<file path="src/rtl/msi_snoop_pkg.sv">
package msi_snoop_pkg;

  typedef enum logic [1:0] {
    LN_INV = 2'd0,
    LN_SHR = 2'd1,
    LN_EXC = 2'd2
  } line_st_t;

  typedef enum logic [1:0] {
    BC_NONE   = 2'd0,
    BC_RDMISS = 2'd1,
    BC_WRMISS = 2'd2,
    BC_WRBACK = 2'd3
  } bus_cmd_t;

endpackage

</file>
<file path="src/rtl/msi_rst_sync.sv">
module msi_rst_sync (
  input  logic clk,
  input  logic rst_n,
  output logic rst_n_sync
);
  logic [1:0] sync_q;

  always_ff @(posedge clk or negedge rst_n) begin
    if (!rst_n) sync_q <= 2'b00;
    else        sync_q <= {sync_q[0], 1'b1};
  end

  assign rst_n_sync = sync_q[1];
endmodule

</file>
<file path="src/rtl/msi_line_store.sv">
module msi_line_store
  import msi_snoop_pkg::*;
#(
  parameter int NLINES = 4,
  parameter int ADDR_W = 8,
  parameter int DATA_W = 16,
  localparam int IDX_W = $clog2(NLINES),
  localparam int TAG_W = ADDR_W - IDX_W
) (
  input  logic              clk,
  input  logic              rst_n,
  input  logic [IDX_W-1:0]  a_idx,
  output line_st_t          a_st,
  output logic [TAG_W-1:0]  a_tag,
  output logic [DATA_W-1:0] a_data,
  input  logic [IDX_W-1:0]  b_idx,
  output line_st_t          b_st,
  output logic [TAG_W-1:0]  b_tag,
  output logic [DATA_W-1:0] b_data,
  input  logic              sw_en,
  input  logic [IDX_W-1:0]  sw_idx,
  input  line_st_t          sw_st,
  input  logic              cw_en,
  input  logic [IDX_W-1:0]  cw_idx,
  input  line_st_t          cw_st,
  input  logic              cw_tag_en,
  input  logic [TAG_W-1:0]  cw_tag,
  input  logic              cw_data_en,
  input  logic [DATA_W-1:0] cw_data
);
  logic [NLINES-1:0][1:0]        st_arr;
  logic [NLINES-1:0][TAG_W-1:0]  tag_arr;
  logic [NLINES-1:0][DATA_W-1:0] data_arr;

  for (genvar i = 0; i < NLINES; i++) begin : g_line
    line_st_t          st_q, st_d;
    logic [TAG_W-1:0]  tag_q;
    logic [DATA_W-1:0] data_q;
    logic              sel_s, sel_c;

    assign sel_s = sw_en && (sw_idx == IDX_W'(i));
    assign sel_c = cw_en && (cw_idx == IDX_W'(i));

    // snoop update outranks the processor side on the same line
    always_comb begin
      st_d = st_q;
      if (sel_s)      st_d = sw_st;
      else if (sel_c) st_d = cw_st;
    end

    always_ff @(posedge clk or negedge rst_n) begin
      if (!rst_n) st_q <= LN_INV;
      else        st_q <= st_d;
    end

    always_ff @(posedge clk) begin
      if (sel_c && cw_tag_en)  tag_q  <= cw_tag;
      if (sel_c && cw_data_en) data_q <= cw_data;
    end

    assign st_arr[i]   = st_q;
    assign tag_arr[i]  = tag_q;
    assign data_arr[i] = data_q;
  end

  assign a_st   = line_st_t'(st_arr[a_idx]);
  assign a_tag  = tag_arr[a_idx];
  assign a_data = data_arr[a_idx];
  assign b_st   = line_st_t'(st_arr[b_idx]);
  assign b_tag  = tag_arr[b_idx];
  assign b_data = data_arr[b_idx];
endmodule

</file>
<file path="src/rtl/msi_snoop_unit.sv">
module msi_snoop_unit
  import msi_snoop_pkg::*;
#(
  parameter int NLINES   = 4,
  parameter int ADDR_W   = 8,
  parameter int DATA_W   = 16,
  parameter int AGENT_W  = 2,
  parameter int AGENT_ID = 0,
  localparam int IDX_W = $clog2(NLINES),
  localparam int TAG_W = ADDR_W - IDX_W
) (
  input  logic               snp_valid,
  input  logic [1:0]         snp_cmd,
  input  logic [ADDR_W-1:0]  snp_addr,
  input  logic [AGENT_W-1:0] snp_agent,
  input  line_st_t           ln_st,
  input  logic [TAG_W-1:0]   ln_tag,
  input  logic [DATA_W-1:0]  ln_data,
  output logic [IDX_W-1:0]   s_idx,
  output logic               s_hit,
  output logic               flush,
  output logic [DATA_W-1:0]  flush_data,
  output logic               upd_en,
  output line_st_t           upd_st
);
  logic             foreign, is_rd, is_wr;
  logic [TAG_W-1:0] s_tag;

  assign s_idx   = snp_addr[IDX_W-1:0];
  assign s_tag   = snp_addr[ADDR_W-1:IDX_W];
  assign foreign = snp_valid && (snp_agent != AGENT_W'(AGENT_ID));
  assign is_rd   = (snp_cmd == BC_RDMISS);
  assign is_wr   = (snp_cmd == BC_WRMISS);

  always_comb begin
    s_hit      = foreign && (is_rd || is_wr) && (ln_st != LN_INV) && (ln_tag == s_tag);
    flush      = s_hit && (ln_st == LN_EXC);
    flush_data = flush ? ln_data : '0;
    upd_en     = flush || (s_hit && is_wr);
    upd_st     = (flush && is_rd) ? LN_SHR : LN_INV;
  end
endmodule

</file>
<file path="src/rtl/msi_req_unit.sv">
module msi_req_unit
  import msi_snoop_pkg::*;
#(
  parameter int NLINES = 4,
  parameter int ADDR_W = 8,
  parameter int DATA_W = 16,
  localparam int IDX_W = $clog2(NLINES),
  localparam int TAG_W = ADDR_W - IDX_W
) (
  input  logic              cpu_req,
  input  logic              cpu_we,
  input  logic [ADDR_W-1:0] cpu_addr,
  input  logic [DATA_W-1:0] cpu_wdata,
  input  line_st_t          ln_st,
  input  logic [TAG_W-1:0]  ln_tag,
  input  logic [DATA_W-1:0] ln_data,
  input  logic              blocked,
  input  logic              bus_gnt,
  input  logic [DATA_W-1:0] bus_fill,
  output logic [IDX_W-1:0]  c_idx,
  output logic              cpu_ready,
  output logic [DATA_W-1:0] cpu_rdata,
  output logic              bus_req,
  output bus_cmd_t          bus_cmd,
  output logic [ADDR_W-1:0] bus_addr,
  output logic [DATA_W-1:0] bus_wdata,
  output logic              cw_en,
  output line_st_t          cw_st,
  output logic              cw_tag_en,
  output logic [TAG_W-1:0]  cw_tag,
  output logic              cw_data_en,
  output logic [DATA_W-1:0] cw_data
);
  logic [TAG_W-1:0] c_tag;
  logic             present, hit, victim, act;
  bus_cmd_t         want;

  assign c_idx = cpu_addr[IDX_W-1:0];
  assign c_tag = cpu_addr[ADDR_W-1:IDX_W];

  always_comb begin
    present   = (ln_st != LN_INV) && (ln_tag == c_tag);
    hit       = present && (!cpu_we || (ln_st == LN_EXC));
    victim    = (ln_st == LN_EXC) && !present;
    want      = victim ? BC_WRBACK : (cpu_we ? BC_WRMISS : BC_RDMISS);
    cpu_ready = cpu_req && hit && !blocked;
    cpu_rdata = cpu_ready ? ln_data : '0;
    bus_req   = cpu_req && !hit;
    bus_cmd   = bus_req ? want : BC_NONE;
    bus_addr  = victim ? {ln_tag, c_idx} : cpu_addr;
    bus_wdata = (bus_req && victim) ? ln_data : '0;
    act       = bus_req && bus_gnt && !blocked;

    cw_en      = 1'b0;
    cw_st      = LN_INV;
    cw_tag_en  = 1'b0;
    cw_tag     = c_tag;
    cw_data_en = 1'b0;
    cw_data    = bus_fill;
    if (cpu_ready && cpu_we) begin
      cw_en      = 1'b1;
      cw_st      = LN_EXC;
      cw_data_en = 1'b1;
      cw_data    = cpu_wdata;
    end else if (act) begin
      cw_en = 1'b1;
      unique case (want)
        BC_WRBACK: cw_st = LN_INV;
        BC_RDMISS: begin cw_st = LN_SHR; cw_tag_en = 1'b1; cw_data_en = 1'b1; end
        default:   begin cw_st = LN_EXC; cw_tag_en = 1'b1; cw_data_en = 1'b1; end
      endcase
    end
  end
endmodule

</file>
<file path="src/rtl/msi_snoop_ctrl.sv">
module msi_snoop_ctrl
  import msi_snoop_pkg::*;
#(
  parameter int ADDR_W   = 8,
  parameter int DATA_W   = 16,
  parameter int NLINES   = 4,
  parameter int AGENT_W  = 2,
  parameter int AGENT_ID = 0
) (
  input  logic               clk,
  input  logic               rst_n,
  input  logic               cpu_req,
  input  logic               cpu_we,
  input  logic [ADDR_W-1:0]  cpu_addr,
  input  logic [DATA_W-1:0]  cpu_wdata,
  output logic               cpu_ready,
  output logic [DATA_W-1:0]  cpu_rdata,
  output logic               bus_req,
  input  logic               bus_gnt,
  output logic [1:0]         bus_cmd,
  output logic [ADDR_W-1:0]  bus_addr,
  output logic [DATA_W-1:0]  bus_wdata,
  input  logic [DATA_W-1:0]  bus_fill,
  input  logic               snp_valid,
  input  logic [1:0]         snp_cmd,
  input  logic [ADDR_W-1:0]  snp_addr,
  input  logic [AGENT_W-1:0] snp_agent,
  output logic               snp_flush,
  output logic [DATA_W-1:0]  snp_data
);
  localparam int IDX_W = $clog2(NLINES);
  localparam int TAG_W = ADDR_W - IDX_W;

  logic              rst_n_sync;
  logic [IDX_W-1:0]  c_idx, s_idx;
  line_st_t          a_st, b_st, s_upd_st, cw_st;
  logic [TAG_W-1:0]  a_tag, b_tag, cw_tag;
  logic [DATA_W-1:0] a_data, b_data, cw_data;
  logic              s_hit, s_upd_en, blocked;
  logic              cw_en, cw_tag_en, cw_data_en;
  bus_cmd_t          cmd_e;

  // a snoop touching the processor's index wins this cycle
  assign blocked = s_hit && (s_idx == c_idx);
  assign bus_cmd = cmd_e;

  msi_rst_sync u_rst (
    .clk(clk), .rst_n(rst_n), .rst_n_sync(rst_n_sync)
  );

  msi_line_store #(.NLINES(NLINES), .ADDR_W(ADDR_W), .DATA_W(DATA_W)) u_store (
    .clk(clk), .rst_n(rst_n_sync),
    .a_idx(c_idx), .a_st(a_st), .a_tag(a_tag), .a_data(a_data),
    .b_idx(s_idx), .b_st(b_st), .b_tag(b_tag), .b_data(b_data),
    .sw_en(s_upd_en), .sw_idx(s_idx), .sw_st(s_upd_st),
    .cw_en(cw_en), .cw_idx(c_idx), .cw_st(cw_st),
    .cw_tag_en(cw_tag_en), .cw_tag(cw_tag),
    .cw_data_en(cw_data_en), .cw_data(cw_data)
  );

  msi_snoop_unit #(
    .NLINES(NLINES), .ADDR_W(ADDR_W), .DATA_W(DATA_W),
    .AGENT_W(AGENT_W), .AGENT_ID(AGENT_ID)
  ) u_snoop (
    .snp_valid(snp_valid), .snp_cmd(snp_cmd), .snp_addr(snp_addr), .snp_agent(snp_agent),
    .ln_st(b_st), .ln_tag(b_tag), .ln_data(b_data),
    .s_idx(s_idx), .s_hit(s_hit), .flush(snp_flush), .flush_data(snp_data),
    .upd_en(s_upd_en), .upd_st(s_upd_st)
  );

  msi_req_unit #(.NLINES(NLINES), .ADDR_W(ADDR_W), .DATA_W(DATA_W)) u_req (
    .cpu_req(cpu_req), .cpu_we(cpu_we), .cpu_addr(cpu_addr), .cpu_wdata(cpu_wdata),
    .ln_st(a_st), .ln_tag(a_tag), .ln_data(a_data),
    .blocked(blocked), .bus_gnt(bus_gnt), .bus_fill(bus_fill),
    .c_idx(c_idx), .cpu_ready(cpu_ready), .cpu_rdata(cpu_rdata),
    .bus_req(bus_req), .bus_cmd(cmd_e), .bus_addr(bus_addr), .bus_wdata(bus_wdata),
    .cw_en(cw_en), .cw_st(cw_st), .cw_tag_en(cw_tag_en), .cw_tag(cw_tag),
    .cw_data_en(cw_data_en), .cw_data(cw_data)
  );
endmodule

</file>
<file path="config.mk">
export PLATFORM = sky130hd
export DESIGN_NAME = msi_snoop_ctrl
export DESIGN_NICKNAME = d
export VERILOG_FILES = /design/src/rtl/msi_snoop_pkg.sv /design/src/rtl/msi_rst_sync.sv /design/src/rtl/msi_line_store.sv /design/src/rtl/msi_snoop_unit.sv /design/src/rtl/msi_req_unit.sv /design/src/rtl/msi_snoop_ctrl.sv
export SDC_FILE = /design/constraint.sdc
export NUM_CORES = 1
export LEC_CHECK = 0
export ABC_AREA = 1
export BUFFER_PORTS_ARGS = -buffer_cell sky130_fd_sc_hd__buf_2
export CORE_ASPECT_RATIO = 1.25
export CORE_MARGIN = 4
export CORE_UTILIZATION = 55
export CTS_CLUSTER_DIAMETER = 30
export CTS_CLUSTER_SIZE = 8
export DETAILED_ROUTE_END_ITERATION = 7
export PLACE_DENSITY = 0.89
export SETUP_SLACK_MARGIN = 0.02
export SLEW_MARGIN = 20
export SYNTH_ARGS = -nofsm -noshare
export SYNTH_HDL_FRONTEND = slang
export SYNTH_SLANG_ARGS = --single-unit
export TNS_END_PERCENT = 50
</file>
<file path="constraint.sdc">
create_clock -name clk -period 2.21 [get_ports clk]
set_input_delay 0.3315 -clock clk [delete_from_list [all_inputs] [get_ports clk]]
set_output_delay 0.3315 -clock clk [all_outputs]
set_load 0.01 [all_outputs]
</file>
Word-level counts from Yosys, hierarchy flattened
Index checks and enable logic that the tools add are counted.
- $add $sub $neg: 0
- multiply operators: 0
- div/mod/pow operators: 0
- magnitude comparators: 2
- equal/unequal tests: 15
- shift operators: 0
- mux-type cells: 38
- bitwise operators: 0
- reduce and logical (&&, ||, !) cells: 50
- operators by type and width (kind ; count):
    16-bit 2-to-1 mux ; 6
    16-bit binary-select mux with 2-bit select ; 2
    1-bit logical AND ; 34
    2-bit 2-to-1 mux ; 15
    6-bit binary-select mux with 2-bit select ; 2
    2-bit equality test, second input constant ; 8
    2-bit nonzero test ; 7
    6-bit equality test ; 2
    6-bit 2-to-1 mux ; 2
    2-bit binary-select mux with 2-bit select ; 2
    2-bit by 1-bit equality test with 1-bit output, second input constant ; 4
    8-bit 2-to-1 mux ; 1
    1-bit 2-to-1 mux ; 7
    2-bit by 3-bit < comparator with 1-bit output, second input constant ; 2
    1-bit logical NOT ; 4
    2-bit logical NOT ; 2
    2-bit one-hot mux with 2 select lines ; 1
    1-bit logical OR ; 3
    2-bit equality test ; 1
- flip-flop bits (word level): 98
- latch bits: 0
- RAM bits: 0
- memory bits (read-only): 0
- input port bits: 58
- output and inout bits: 61
- word-level logic and storage cells: 118
- memories kept: 0

Depth between registers and ports, before layout
- depth after elaboration: 14
- mapped depth: 19
- mapped depth without buffers: 19

Hierarchy
From an unflattened synthesis, not the netlist that was laid out.
- cell total of the unflattened synthesis: 749
- area total of the unflattened synthesis: 5985.7 um^2
- by module, submodules not included (module ; instances ; cells each ; area each (um^2) ; seq. area each (um^2)):
    msi_line_store ; 1 ; 439 ; 4500.6 ; 2842.7
    msi_req_unit ; 1 ; 204 ; 957.2 ; 0.0
    msi_snoop_unit ; 1 ; 93 ; 435.4 ; 0.0
    msi_rst_sync ; 1 ; 3 ; 53.8 ; 50.0
    msi_snoop_ctrl ; 1 ; 10 ; 38.8 ; 0.0

Least setup slack after synthesis
No wires, ideal clock.
- path kind: in2reg
- from: input cpu_addr[1]
- to: register u_store.g_line[0].data_q[0] (enable)
- setup time: 0.389 ns
- data arrival time: 2.437 ns
- required time: 1.821 ns
- slack: -0.616 ns
- cell stages on the path: 16
- buffers on the path: 2
- cell sequence: buf_2 -> buf_2 -> nand3_1 -> nand2_1 -> nor2_1 -> nand2_1 -> nand3_1 -> nor2_2 -> nand3_2 -> nand2_1 -> inv_1 -> nand2_1 -> or2_1 -> nand2_1 -> inv_2 -> nor2_1
- word-level cells in the longest chain between the ends: 13
- elaborated cells on any way between the ends: 32
- classes of those cells: eq/ne: 4; mux: 10; reduce/logical: 18
- RTL lines (what ; line ; RTL):
    from (decl) ; msi_snoop_ctrl.sv:14 ; input logic [ADDR_W-1:0] cpu_addr,
    branches (longest 12 deep; another with 6-bit binary-select mux with 2-bit select) ; -- ;
    1-bit logical AND * ; msi_line_store.sv:58 ; if (sel_c && cw_data_en) data_q <= cw_data;
    to (signal assigned) ; msi_line_store.sv:58 ;
    to (decl) ; msi_line_store.sv:38 ; logic [DATA_W-1:0] data_q;
Mark *: on every way between the ends. The select of a mux whose other input is x is not followed.
A chain may end at the register's enable or synchronous reset.

Final worst setup path
- from: register u_store.g_line[3].tag_q[1]
- to: output bus_cmd[0]
- word-level cells in the longest chain between the ends: 8
- elaborated cells on any way between the ends: 11
- classes of those cells: eq/ne: 1; mux: 4; reduce/logical: 6
- RTL lines (what ; line ; RTL):
    from (decl) ; msi_line_store.sv:37 ; logic [TAG_W-1:0] tag_q;
    from (signal assigned) ; msi_line_store.sv:57 ; if (sel_c && cw_tag_en) tag_q <= cw_tag;
    6-bit binary-select mux with 2-bit select * ; msi_line_store.sv:67 ; assign a_tag = tag_arr[a_idx];
    6-bit 2-to-1 mux (not written as such) * ; msi_line_store.sv:67 ;
    6-bit equality test * ; msi_req_unit.sv:42 ; present = (ln_st != LN_INV) && (ln_tag == c_tag);
    1-bit logical AND * ; msi_req_unit.sv:42 ;
    1-bit logical NOT / 1-bit logical AND (equally long branches) ; msi_req_unit.sv:44, msi_req_unit.sv:43 ;
    1-bit logical AND / 1-bit logical NOT (equally long branches) ; msi_req_unit.sv:44, msi_req_unit.sv:48 ;
    2-bit 2-to-1 mux / 1-bit logical AND (equally long branches) ; msi_req_unit.sv:45, msi_req_unit.sv:48 ;
    2-bit 2-to-1 mux * ; msi_req_unit.sv:49 ; bus_cmd = bus_req ? want : BC_NONE;
    to (decl) ; msi_snoop_ctrl.sv:20 ; output logic [1:0] bus_cmd,
Every way passes the cells marked *; elsewhere a longest branch is shown, timed or not. The select of a mux whose other input is x is not followed.

==> impl_metrics.py <==
metrics = {
    "pwr": {
        "leakage_nw": 3.75,
        "share_clk_of_total_power_pct": 37.7,
        "portion_of_total_power_attributed_to_sequential_cells_pct": 40.6,
        "power.net_switching_mw": 1.54,
        "vdd_drop_max_mv": 0.790,
        "internal-power_mw": 3.74,
        "power-per-cell-area_mw_per_mm2": 635,
        "switching_share_of_power_pct": 29.1,
        "share_comb_of_total_power_pct": 21.7,
    },
    "synth": {
        "synth.top_cell.area_share_pct": 48.9,
        "synth_register_bits": 98,
        "ys_top_cells_by_count": "231 x sky130_fd_sc_hd__nand2_1, 88 x sky130_fd_sc_hd__edfxtp_1, 75 x sky130_fd_sc_hd__nor2_1",
        "netlist_area_mm2": 0.00541,
        "synth_async_sr_flop_share_pct": 10.2,
        "synth.lib_cells_used.distinct": 33,
        "synthFlopType": "sky130_fd_sc_hd__edfxtp_1",
        "syn-instance-count": 649,
        "synth.most_common_cell": "sky130_fd_sc_hd__nand2_1",
        "synth_seq_area_share_pct": 53.5,
        "post_synthesis_area_per_instance_um2": 8.33,
        "number_of_enable_flip_flop_cells_after_synthesis": 88,
        "mappedNetlistNets": 709,
        "synth.largest_area_cell": "sky130_fd_sc_hd__edfxtp_1",
        "ys.warnings.count": 0,
        "synth.top_cells.by_area": "sky130_fd_sc_hd__edfxtp_1 49%, sky130_fd_sc_hd__nand2_1 16%, sky130_fd_sc_hd__nand3_1 5.4%",
    },
    "status": {
        "violated_checks": "DRC, setup timing",
        "run_status": "finished, violations left",
    },
    "sta": {
        "timing.final.hold_violations": 0,
        "slew_headroom_pct": 54.1,
        "worst_hold_slack_ns": 0.131,
        "report.final.setup_viol": 219,
        "setup_ws_ns": -0.679,
        "final_period_minus_worst_setup_slack_ns": 2.89,
        "final_min_period_over_clock_period_pct": 131,
        "setup_tns_ns": -109.57,
        "fmax_mhz": 346,
        "worst_clock_skew_on_the_final_layout_ns": 0.0127,
        "slew_violations": 0,
        "rsz0062_at_grt": "yes",
        "worstMarginPinSlew_ns": 0.681,
    },
    "setup_path": {
        "critical_path_maximum_fanout": 3,
        "rr_startpoint": "u_store.g_line[3].tag_q[1]",
        "critPathLaunch": "u_store.g_line[3].tag_q[1]",
        "worstSetupEndpointType": "output port",
        "required_time_of_the_critical_path_ns": 1.88,
        "critical_path_class": "register to output port",
        "timing.critical_path.arrival_ns": 2.56,
        "slack_of_the_worst_reg_to_reg_path_ns": -0.61,
        "cp-start-kind": "register",
    },
    "detailed_routing": {
        "remaining_antenna_violation_count": 0,
        "drt_wl_total_um": 27200,
        "drt_first_iter_violations": 1278,
        "route.vias.total": 6951,
        "vias_per_cell": 7.01,
        "wire_per_inst_um": 27.4,
        "detail_route.drc_violations": 5,
        "first_pass_detailed_route_iteration_total": 8,
    },
    "floorplanning": {
        "die-width_um": 96.7,
        "floorplan.core_area_mm2": 0.00961,
        "design.die.area_mm2": 0.0115,
        "row_count": 40,
        "start_util_pct": 56.3,
        "design.portCount": 119,
        "die_h_um": 119,
    },
    "global_routing": {
        "grt_max_degree": 22,
        "grt.total_usage_pct": 38.2,
        "grt_pass1_vias": 6354,
        "grt_antenna_before_repair": 1,
        "grt-ovfl-total": 0,
        "wire_length_of_the_first_global_routing_pass_um": 34100,
    },
    "clock_network": {
        "numCtsBuffers": 9,
        "cts.root.buffer_cell": "sky130_fd_sc_hd__clkbuf_16",
        "path_clk_slew_ns": 0.07,
        "htree_num_levels": 3,
        "clk_latency_ns": 0.36,
        "cts.sink_count": 98,
        "tritoncts": "done",
        "clk_path_buf_depth": 2,
    },
    "cells_and_area": {
        "nets": 919,
        "finish.cell_count_without_fillers": 991,
        "final_layout_size_suffix_gt1_share_pct": 44.2,
        "postLayoutCoreUtil_pct": 86.5,
        "synthToLayoutAreaGrowth_pct": 53.7,
    },
    "placement": {
        "dpl.cell_count": 946,
        "dp_slack_ns": -0.383,
        "port_buffers": 118,
        "place_congestion": 0.889,
        "dp_hpwl_um": 12700,
    },
    "run": {
        "drv.max_cap_violation_count": 0,
    },
    "worst_hold_path": {
        "hold_class": "register to async pin",
    },
}
-- routing by layer --
metal  global-route usage [%]  up-vias  wire (µm)
met5                        0        -          0
met4                     26.3        0       3040
met3                     11.5      319       4050
met2                     62.3      883      11800
met1                     42.6     3098       8280
li1                         -     2651          -
-- placed cells by master, fill, tap and decap left out, types with 8 or more instances in the layout --
cell,count
sky130_fd_sc_hd__nand2_1,170
sky130_fd_sc_hd__buf_2,98
sky130_fd_sc_hd__edfxtp_1,88
sky130_fd_sc_hd__buf_4,63
sky130_fd_sc_hd__nand2_2,55
sky130_fd_sc_hd__nand3_1,52
sky130_fd_sc_hd__nor2_1,43
sky130_fd_sc_hd__buf_6,42
sky130_fd_sc_hd__o22ai_1,40
sky130_fd_sc_hd__nor2_4,28
sky130_fd_sc_hd__inv_1,27
sky130_fd_sc_hd__buf_12,18
sky130_fd_sc_hd__nor2_2,10
sky130_fd_sc_hd__nor3_2,10
sky130_fd_sc_hd__clkbuf_16,10
sky130_fd_sc_hd__dfrtp_1,10
sky130_fd_sc_hd__o21ai_0,9
sky130_fd_sc_hd__o22a_1,8
sky130_fd_sc_hd__o221ai_1,8
-- worst max-delay path, stage by stage, from the launching register on --
cell,delay [ns]
sky130_fd_sc_hd__edfxtp_1,0.40
sky130_fd_sc_hd__nand2_1,0.07
sky130_fd_sc_hd__nand2_1,0.08
sky130_fd_sc_hd__nand2_1,0.11
sky130_fd_sc_hd__nand3_1,0.15
sky130_fd_sc_hd__nand2_1,0.12
sky130_fd_sc_hd__inv_2,0.08
sky130_fd_sc_hd__nand2_2,0.06
sky130_fd_sc_hd__nor2_4,0.22
sky130_fd_sc_hd__nand3_4,0.13
sky130_fd_sc_hd__buf_6,0.15
sky130_fd_sc_hd__buf_4,0.13
sky130_fd_sc_hd__nand2_1,0.08
sky130_fd_sc_hd__inv_1,0.08
sky130_fd_sc_hd__o21ai_1,0.10
sky130_fd_sc_hd__inv_1,0.07
sky130_fd_sc_hd__buf_2,0.14
-- what timing repair did --
action	4_1_cts	5_1_grt
setup endpoints to repair	212	219
pin swaps	34	19
buffers inserted	14	11
hold buffers	1	0
gates cloned	3	1
endpoints found under the hold margin	2	0
gates resized for setup	142	79
-- kinds of logic after synthesis --
| logic type | synth area share (%) |
|---|---|
| other | 0.0694 |
| AOI/OAI and AO/OA | 9.67 |
| adders and majority gates | 0.463 |
| DFF | 53.5 |
| and+or+nand+nor | 31.1 |
| buffers and inverters | 5.05 |
| xor gates and xnor gates | 0.162 |
-- per-stage QoR --
step / power [mW] / instance area [µm²]
global route: 5.38 / 8310
floorplan: 2.58 / 5500
detailed placement: 2.98 / 6850
finish: 5.28 / 8310
CTS: 4.99 / 7860
global placement: 2.94 / 6850
-- power by group through the flow --
stage          clock, mW  sequential, mW  combinational, mW
2_1_floorplan          0            2.15              0.432
3_3_place_gp           0            2.17              0.774
3_5_place_dp           0            2.17              0.810
4_1_cts             1.91            2.13              0.955
5_1_grt             2.05            2.14               1.19
6_report            1.99            2.14               1.15
-- sequential cells by signal, indices dropped and copies added, names as in the netlist --
signal                 cells
u_rst.sync_q               2
u_store.g_line.data_q     64
u_store.g_line.st_q        8
u_store.g_line.tag_q      24
-- path summary, 6_finish.rpt --
| path | depth (start not counted) | end |
|---|---|---|
| worst max-delay path | 16 | bus_cmd[0] |
| max in group asynchronous | 0 | u_store.g_line[1].st_q[0] |
| worst max register to register | 18 | u_store.g_line[0].data_q[2] |
| min in group clk | 1 | u_store.g_line[2].tag_q[0] |
| worst min-delay path | 0 | u_store.g_line[3].st_q[1] |
| worst min register to register | 0 | u_store.g_line[3].st_q[1] |
-- layout make-up --
cell class / count / area [µm²]
repair buffers: 226 / 1900
multi-input cells: 486 / 2840
well taps: 126 / 158
clock inverters: 7 / 141
inverters: 38 / 155
fillers: 410 / 1300
flip-flops and latches: 98 / 2890
diodes: 1 / 2.50
clock buffers: 9 / 225
No activity file was read; power rests on OpenSTA's default activity.
